$ cat src/rtl/bus_clear_seq.sv
module bus_clear_seq #(
  parameter int HALF_CYC     = 625,
  parameter int CNT_W        = 4,
  parameter int FILT_SAMPLES = 2
) (
  input  logic             clk,
  input  logic             rst_n,
  input  logic             unit_rst,
  input  logic             rst_req,
  input  logic [CNT_W-1:0] pulse_cnt,
  input  logic             filt_bypass,
  input  logic             scl_in,
  input  logic             sda_in,
  output logic             scl_oe,
  output logic             busy,
  output logic             sda_level,
  output logic             scl_level
);

  localparam int TW = (HALF_CYC > 1) ? $clog2(HALF_CYC) : 1;
  localparam int FW = $clog2(FILT_SAMPLES + 1);
  localparam logic [TW-1:0] T_LAST = TW'(HALF_CYC - 1);
  localparam logic [FW-1:0] F_LAST = FW'(FILT_SAMPLES - 1);

  typedef enum logic [1:0] {S_IDLE, S_LOW, S_HIGH} st_t;

  st_t              st;
  logic [TW-1:0]    tmr;
  logic [CNT_W-1:0] left;
  logic             scl_s, sda_s, sda_f;
  logic [FW-1:0]    stab;

  wire half_done = (tmr == T_LAST);

  always_ff @(posedge clk or negedge rst_n)
    if (!rst_n) begin
      scl_s <= 1'b1;
      sda_s <= 1'b1;
    end else begin
      scl_s <= scl_in;
      sda_s <= sda_in;
    end

  always_ff @(posedge clk or negedge rst_n)
    if (!rst_n) begin
      sda_f <= 1'b1;
      stab  <= '0;
    end else if (unit_rst) begin
      sda_f <= 1'b1;
      stab  <= '0;
    end else if (sda_s != sda_f) begin
      if (stab == F_LAST) begin
        sda_f <= sda_s;
        stab  <= '0;
      end else begin
        stab  <= stab + 1'b1;
      end
    end else begin
      stab <= '0;
    end

  always_ff @(posedge clk or negedge rst_n)
    if (!rst_n) begin
      st   <= S_IDLE;
      tmr  <= '0;
      left <= '0;
    end else if (unit_rst) begin
      st   <= S_IDLE;
      tmr  <= '0;
      left <= '0;
    end else begin
      unique case (st)
        S_IDLE:
          if (rst_req && pulse_cnt != '0) begin
            st   <= S_LOW;
            left <= pulse_cnt;
            tmr  <= '0;
          end
        S_LOW:
          if (half_done) begin
            st  <= S_HIGH;
            tmr <= '0;
          end else begin
            tmr <= tmr + 1'b1;
          end
        S_HIGH:
          if (half_done) begin
            tmr <= '0;
            if (left == CNT_W'(1)) begin
              st   <= S_IDLE;
              left <= '0;
            end else begin
              st   <= S_LOW;
              left <= left - 1'b1;
            end
          end else begin
            tmr <= tmr + 1'b1;
          end
        default: st <= S_IDLE;
      endcase
    end

  assign scl_oe    = (st == S_LOW);
  assign busy      = (st != S_IDLE);
  assign scl_level = scl_s;
  assign sda_level = filt_bypass ? sda_s : sda_f;

  p_burst_starts_low_r4: assert property (@(posedge clk) disable iff (!rst_n)
    $rose(busy) |-> scl_oe);

  p_ends_after_high_r4: assert property (@(posedge clk) disable iff (!rst_n)
    $fell(busy) |-> $past(busy && !scl_oe));

  p_zero_count_idle_r5: assert property (@(posedge clk) disable iff (!rst_n)
    (!busy && rst_req && pulse_cnt == '0 && !unit_rst) |=> !busy);

  p_no_reload_r6: assert property (@(posedge clk) disable iff (!rst_n)
    (busy && !unit_rst) |=> (left <= $past(left)));

  p_unit_rst_idle_r7: assert property (@(posedge clk) disable iff (!rst_n)
    unit_rst |=> (!busy && !scl_oe));

  p_filter_stable_r3: assert property (@(posedge clk) disable iff (!rst_n)
    (sda_f != $past(sda_f) && !$past(unit_rst)) |->
      ($past(sda_s) == sda_f && $past(sda_s, 2) == sda_f));

endmodule

$ cat config.mk
export PLATFORM = sky130hd
export DESIGN_NAME = bus_clear_seq
export DESIGN_NICKNAME = d
export VERILOG_FILES = /design/src/rtl/bus_clear_seq.sv
export SDC_FILE = /design/constraint.sdc
export NUM_CORES = 1
export LEC_CHECK = 0
export BUFFER_PORTS_ARGS = -buffer_cell sky130_fd_sc_hd__buf_2
export CORE_MARGIN = 8
export CORE_UTILIZATION = 40
export DETAILED_ROUTE_END_ITERATION = 6
export GPL_TIMING_DRIVEN = 0
export PLACE_DENSITY = 0.55
export SYNTH_ARGS = -nofsm -noshare
export SYNTH_HDL_FRONTEND = slang
export SYNTH_SLANG_ARGS = --single-unit
$ cat constraint.sdc
create_clock -name clk -period 4.12 [get_ports clk]
set_clock_uncertainty 0.05 [all_clocks]
set_input_delay 0 -clock clk [delete_from_list [all_inputs] [get_ports clk]]
set_output_delay 0 -clock clk [all_outputs]
set_load 0.03 [all_outputs]
==> results.txt, run 1 <==
flops & latches, synth: 21
Worst Hold Class: in -> reg
post-CTS setup repair buffer count: 0
Top delay family on crit path: compound AO/OA/AOI/OAI gates
Root Buffer: clkbuf_4
fin crit share: 47.8%
Max FO, Critical Path: 9
I/O Pins: 15
Mapped Avg Cell Area: 10.0 µm²
initial antenna violation count: 0
CTS buffer count: 3
die boundary height: 73.7 µm
Cell Area, Synth: 0.00133 mm²
Pins Over Slew Limit: 0
drt first pass iters: 4
Post-Synth Simple-Gate Area: 20.2%
Post-synth EDFFs: 0
CP max stage delay: 450 ps
Compound-Gate Fraction of Synth Area: 25.3%
Total Die Area: 0.00543 mm²
Worst VDD drop: 0.175 mV
Worst Setup End Kind: flop
GPL Wtd Cong: 0.819
Vias per Instance: 5.42
Vias: 1,089
CTS Sinks: 21
Critical-path top delay cell: a31oi_1
n_diodes: 0
largest area contributor in the netlist: dfrtp_1
maximum clock rate: 508 MHz
Final min period: 1970 ps
vias in the first global route: 1,031
Buf/Inv on CP: 3
largest family of logic cells by synthesized area: compound AO/OA/AOI/OAI gates
Skew-Pair Late Insertion Delay: 300 ps
Least-Margin Pin Slew: 546 ps
syn nets: 152
global-route wire length before repair: 4.67 mm
total grt overflow: 0
share of the synthesized area in the top cell type: 33.8%
Initial Util: 40.9%
power per cell area: 267 mW/mm²
row count: 21
setup violators final: 0
Slew HR: 63.4%
Cell variety after synth: 45
CP startpoint kind: flop
share of cells above drive strength 1: 25.2%
TritonCTS clock tree: yes
wire per inst: 13.6 µm
nets@finish: 175
Worst-path clk slew: 120 ps
unrepaired setup endpoints after global routing: false
Post-Syn Instances: 133
crit path DAT: 2140 ps
worst path cell trace: inv_1 -> ha_1 -> clkbuf_2 -> inv_1 -> a31oi_1 -> a2111oi_0 -> a211oi_2
fin area: 0.00153 mm²
cell repeated most along the worst path: inv_1
pin count of the biggest net entering global routing: 22
Die W: 73.7 µm
top post-synthesis cells by area: dfrtp_1, ha_1, dfstp_2
DRT iter0 DRCs: 60
detailed placement HPWL: 2.04 mm
clk buf depth: 2
Placement Cell Area: 0.00146 mm²
sequential share of the synthesized area: 39.8%
mux cell area share after synthesis: 1.97%
H-tree depth: 1
Post-Synth Adder-Cell Area: 7.52%
Port Buffers: 14
status: finished clean
Post-synth ARST share: 100%
Tot GR Track Use: 10.7%
CP Data Required Time: 4290 ps
Pleak: 0.695 nW
Hold Vio Cnt, Final: 0
setup_tns: 0 ps
synthesis-to-finish area growth: 14.7%
CORE AREA: 0.00326 mm²
post-route ant nets: 0
most common flop cell mapped by yosys: dfrtp_1
fraction of synthesized cell area in xor and xnor cells: 0.658%
Synth Warn #: 0
Detailed Route WL: 2.74 mm
drt drc: 0
critical path type: reg -> reg
max cap viols: 0
placed cells by master (no fill, tap or decap), drive strengths merged, types with 5 or more instances in the layout:
cell type / instances
buf: 15
o21ai: 9
nor2b: 12
a211oi: 5
dfrtp: 18
a22o: 6
ha: 8
inv: 11
clkbuf: 5
nor2: 9
worst register-to-register path, cell delays in order, from the launching register on:
cell       delay, ps
dfrtp_1          430
inv_1            100
ha_1             150
clkbuf_2         190
inv_1            120
a31oi_1          450
a2111oi_0        180
a211oi_2         240
cell families after synthesis:
family | Yosys count
AO/OA/AOI/OAI | 41
flip-flops | 21
buffers and inverters | 14
multiplexers | 2
adder cells (fa/ha/maj) | 8
AND/OR/NAND/NOR | 46
XOR/XNOR | 1
cells in the mapped netlist (all sizes together), types with 2 or more instances:
| library cell | number |
|---|---|
| a211o | 3 |
| a211oi | 5 |
| a21oi | 4 |
| a22o | 6 |
| a31oi | 4 |
| and2 | 2 |
| and3 | 4 |
| clkbuf | 2 |
| dfrtp | 18 |
| dfstp | 3 |
| ha | 8 |
| inv | 11 |
| mux2 | 2 |
| nand2 | 3 |
| nand3 | 2 |
| nor2 | 9 |
| nor2b | 12 |
| nor3 | 4 |
| nor4 | 2 |
| o21ai | 9 |
| or3 | 2 |
state kept, by name, summed over array words and instances, names as in the netlist:
register,cells
left,4
sda_s,1
scl_level,1
stab,2
st,2
tmr,10
sda_f,1
layer usage:
layer | vias to the layer above | wire length [µm] | share of wire (%) | global-route usage [%]
met4 | 0 | 30 | 1.1 | 3.99
met5 | - | 0 | 0 | 0
li1 | 537 | - | - | -
met2 | 29 | 1230 | 45 | 15.6
met3 | 4 | 185 | 6.8 | 2.86
met1 | 519 | 1300 | 47 | 14.5
final timing paths:
check,start,endpoint,slack (ps),cells past startpoint
max reg2reg,st[0],left[1],2150,7
min,pulse_cnt[1],left[1],100,3
max in group asynchronous,rst_n,sda_f,3540,2
min reg2reg,stab[0],stab[0],390,1
min in group asynchronous,rst_n,tmr[8],130,2
max,st[0],left[1],2150,7
timing repair:
item | in CTS | in global routing
endpoints found under the hold margin | 24 | 0
hold buffers | 4 | 0
resized for setup | 0 | 0
through the flow:
stage               power (W)  worst slack, ps  hold slack [ps]  util (%)  cells
global route         0.000430             1980              127      46.9    201
detailed placement   0.000310             2180            -63.1      44.8    193
finish               0.000408             2150              101      46.9    201
floorplan            0.000285             2330             -346         -    133
global placement     0.000308             2160            -65.6      44.8    193
CTS                  0.000413             2150             86.1      46.9    201
report_power, final:
group	switching (W)	leakage, nW	internal [W]
clock	0.0000630	0.0177	0.0000361
sequential	0.00000742	0.278	0.000216
combinational	0.0000497	0.399	0.0000356
layout make-up:
type,count,area (µm²)
Buffer,3,20.0
Clock buffer,3,22.5
Clock inverter,1,5.00
Fill cell,319,1730
Inverter,11,41.3
Multi-Input combinational cell,98,741
Sequential cell,21,529
Tap cell,46,57.6
Timing Repair Buffer,18,110
Note: power is estimated with default switching activity, not from simulation.
==> run 2, diff against run 1 <==
ABC_AREA = 1   (was default)
clock period = 2 ns   (was 4.12 ns; I/O delays follow)
==> results.txt, run 2 <==
status: finished clean
Slew HR: 68.7%
Hold Vio Cnt, Final: 0
Placement Cell Area: 0.00159 mm²
vias in the first global route: 1,328
Post-synth EDFFs: 0
post-route ant nets: 0
drt drc: 0
Vias: 1,289
Final min period: 1610 ps
setup_tns: 0 ps
fin crit share: 80.4%
final core utilization: 46.8%
critical path type: reg -> reg
CP max stage delay: 410 ps
Largest regs: tmr (10), left (4)
setup violators final: 0
Cell Area, Synth: 0.00146 mm²
Max FO, Critical Path: 6
reg-to-reg critical path endpoint: tmr[9]
count leader, synth: nand2_1
n_diodes: 0
Buf/Inv on CP: 3
Post-Syn Instances: 193
power per cell area: 990 mW/mm²
Detailed Route WL: 3.16 mm
Die W: 76.5 µm
Root Buffer: clkbuf_4
reg-to-reg slack, setup: 390 ps
CP Data Required Time: 2210 ps
initial antenna violation count: 0
cell repeated most along the worst path: inv_2
pin count of the biggest net entering global routing: 22
most common flop cell mapped by yosys: dfrtp_1
sequential share of the synthesized area: 36.2%
Tot GR Track Use: 11.8%
CP startpoint kind: flop
Least-Margin Pin Slew: 470 ps
top post-synthesis cells by area: dfrtp_1, nand2_1, ha_1
clk buf depth: 2
Pins Over Slew Limit: 0
Worst VDD drop: 0.524 mV
hold_sp: pulse_cnt[1]
row count: 22
mux cell area share after synthesis: 0.770%
Post-Synth Adder-Cell Area: 6.84%
Cell variety after synth: 32
share of cells above drive strength 1: 20.8%
fraction of synthesized cell area in xor and xnor cells: 1.20%
share of the synthesized area in the top cell type: 30.8%
Total Die Area: 0.00585 mm²
Top delay family on crit path: simple AND/OR/NAND/NOR gates
crit path DAT: 1810 ps
commonest non-fill, non-tap cells in the layout: nand2_1, inv_1, nor2_1, dfrtp_1, buf_2
Critical-path top delay cell: dfrtp_1
Port Buffers: 13
Worst-path clk slew: 130 ps
TritonCTS clock tree: yes
Worst Hold Class: in -> reg
R2R depth: 8
Post-synth ARST share: 100%
H-tree depth: 1
synth cell count leaders: nand2_1, inv_1, nor2_1
syn nets: 212
unrepaired setup endpoints after global routing: false
DRT iter0 DRCs: 64
global-route wire length before repair: 5.87 mm
drt first pass iters: 4
CTS buffer count: 3
maximum clock rate: 622 MHz
die boundary height: 76.5 µm
flops & latches, synth: 21
Mapped Avg Cell Area: 7.58 µm²
Worst R2R Start: st[0]
area taken by flip-flops and latches: 529 µm²
wire per inst: 12.0 µm
Post-Synth Simple-Gate Area: 41.6%
Vias per Instance: 4.88
Pleak: 0.818 nW
largest family of logic cells by synthesized area: simple AND/OR/NAND/NOR gates
Synth Warn #: 0
I/O Pins: 15
Hold Crit Depth: 3
CORE AREA: 0.00358 mm²
area of the multi-input gates: 787 µm²
Worst Setup End Kind: flop
Skew-Pair Late Insertion Delay: 310 ps
Initial Util: 40.9%
post-CTS setup repair buffer count: 0
Largest register FFs: 10
most common cell after layout, fill and taps aside: nand2_1
nets@finish: 236
# fillers: 386
GPL Wtd Cong: 0.813
CTS Sinks: 21
worst path cell trace: inv_1 -> ha_1 -> nand3b_4 -> nand2_4 -> inv_2 -> nand2_2 -> inv_2 -> nor2_1
fin area: 0.00168 mm²
hold endpoint: left[1]
Compound-Gate Fraction of Synth Area: 3.42%
total grt overflow: 0
synthesis-to-finish area growth: 14.5%
Top reg by flops: tmr
detailed placement HPWL: 2.44 mm
largest area contributor in the netlist: dfrtp_1
max cap viols: 0
-- run 2: worst max-delay path by stage --
stage / start / to / slack [ps] / cells after the start
3_3_place_gp: st[0] / tmr[9] / 430 / 8
2_1_floorplan: st[0] / left[1] / 530 / 8
5_1_grt: st[0] / tmr[7] / 240 / 8
6_report: st[0] / tmr[9] / 390 / 8
3_5_place_dp: st[0] / tmr[7] / 410 / 8
4_1_cts: st[0] / tmr[9] / 380 / 8
-- run 2: layer usage --
layer  share of wire, %  vias to the layer above  global-route usage [%]
met4                1.1                        0                    4.62
li1                   -                      660                       -
met3                3.5                        4                    2.71
met2                 48                       17                    19.7
met5                  0                        -                       0
met1                 48                      608                    14.3
-- run 2: timing repair --
item                                   in CTS  in global routing
gates resized for setup                     0                  0
endpoints found under the hold margin      28                  0
hold buffers                                6                  0
-- run 2: worst min-delay path, cell delays in order --
cell	delay (ps)
buf_2	90
o21ai_0	90
o21ai_1	150
-- run 2: logic make-up after synthesis --
kind of cell	after synthesis
AO/OA/AOI/OAI	10
XOR/XNOR	2
adder cells (fa/ha/maj)	8
buffers and inverters	31
flip-flops	21
multiplexers	1
AND/OR/NAND/NOR	120
-- run 2: layout make-up --
cell class / instances / share of cell area [%]
Multi-Input combinational cell: 141 / 47.0
Sequential cell: 21 / 31.6
Timing Repair Buffer: 19 / 7.47
Inverter: 28 / 6.72
Tap cell: 48 / 3.58
Buffer: 3 / 2.02
Clock buffer: 3 / 1.34
Clock inverter: 1 / 0.299
-- run 2: power by group --
group / total (W) / switching, W / internal (W)
Combinational: 0.000856 / 0.000547 / 0.000308
Clock: 0.000211 / 0.000137 / 0.0000748
Sequential: 0.000592 / 0.0000874 / 0.000505
-- run 2: per-stage QoR --
step	total power, W	hold slack [ps]	worst slack [ps]	std cells
6_report	0.00166	9.81	392	264
5_1_grt	0.00182	7.04	244	264
4_1_cts	0.00168	25.1	379	264
3_5_place_dp	0.00146	-62.1	411	254
3_3_place_gp	0.00142	-64.6	434	254
2_1_floorplan	0.00126	-346	528	193
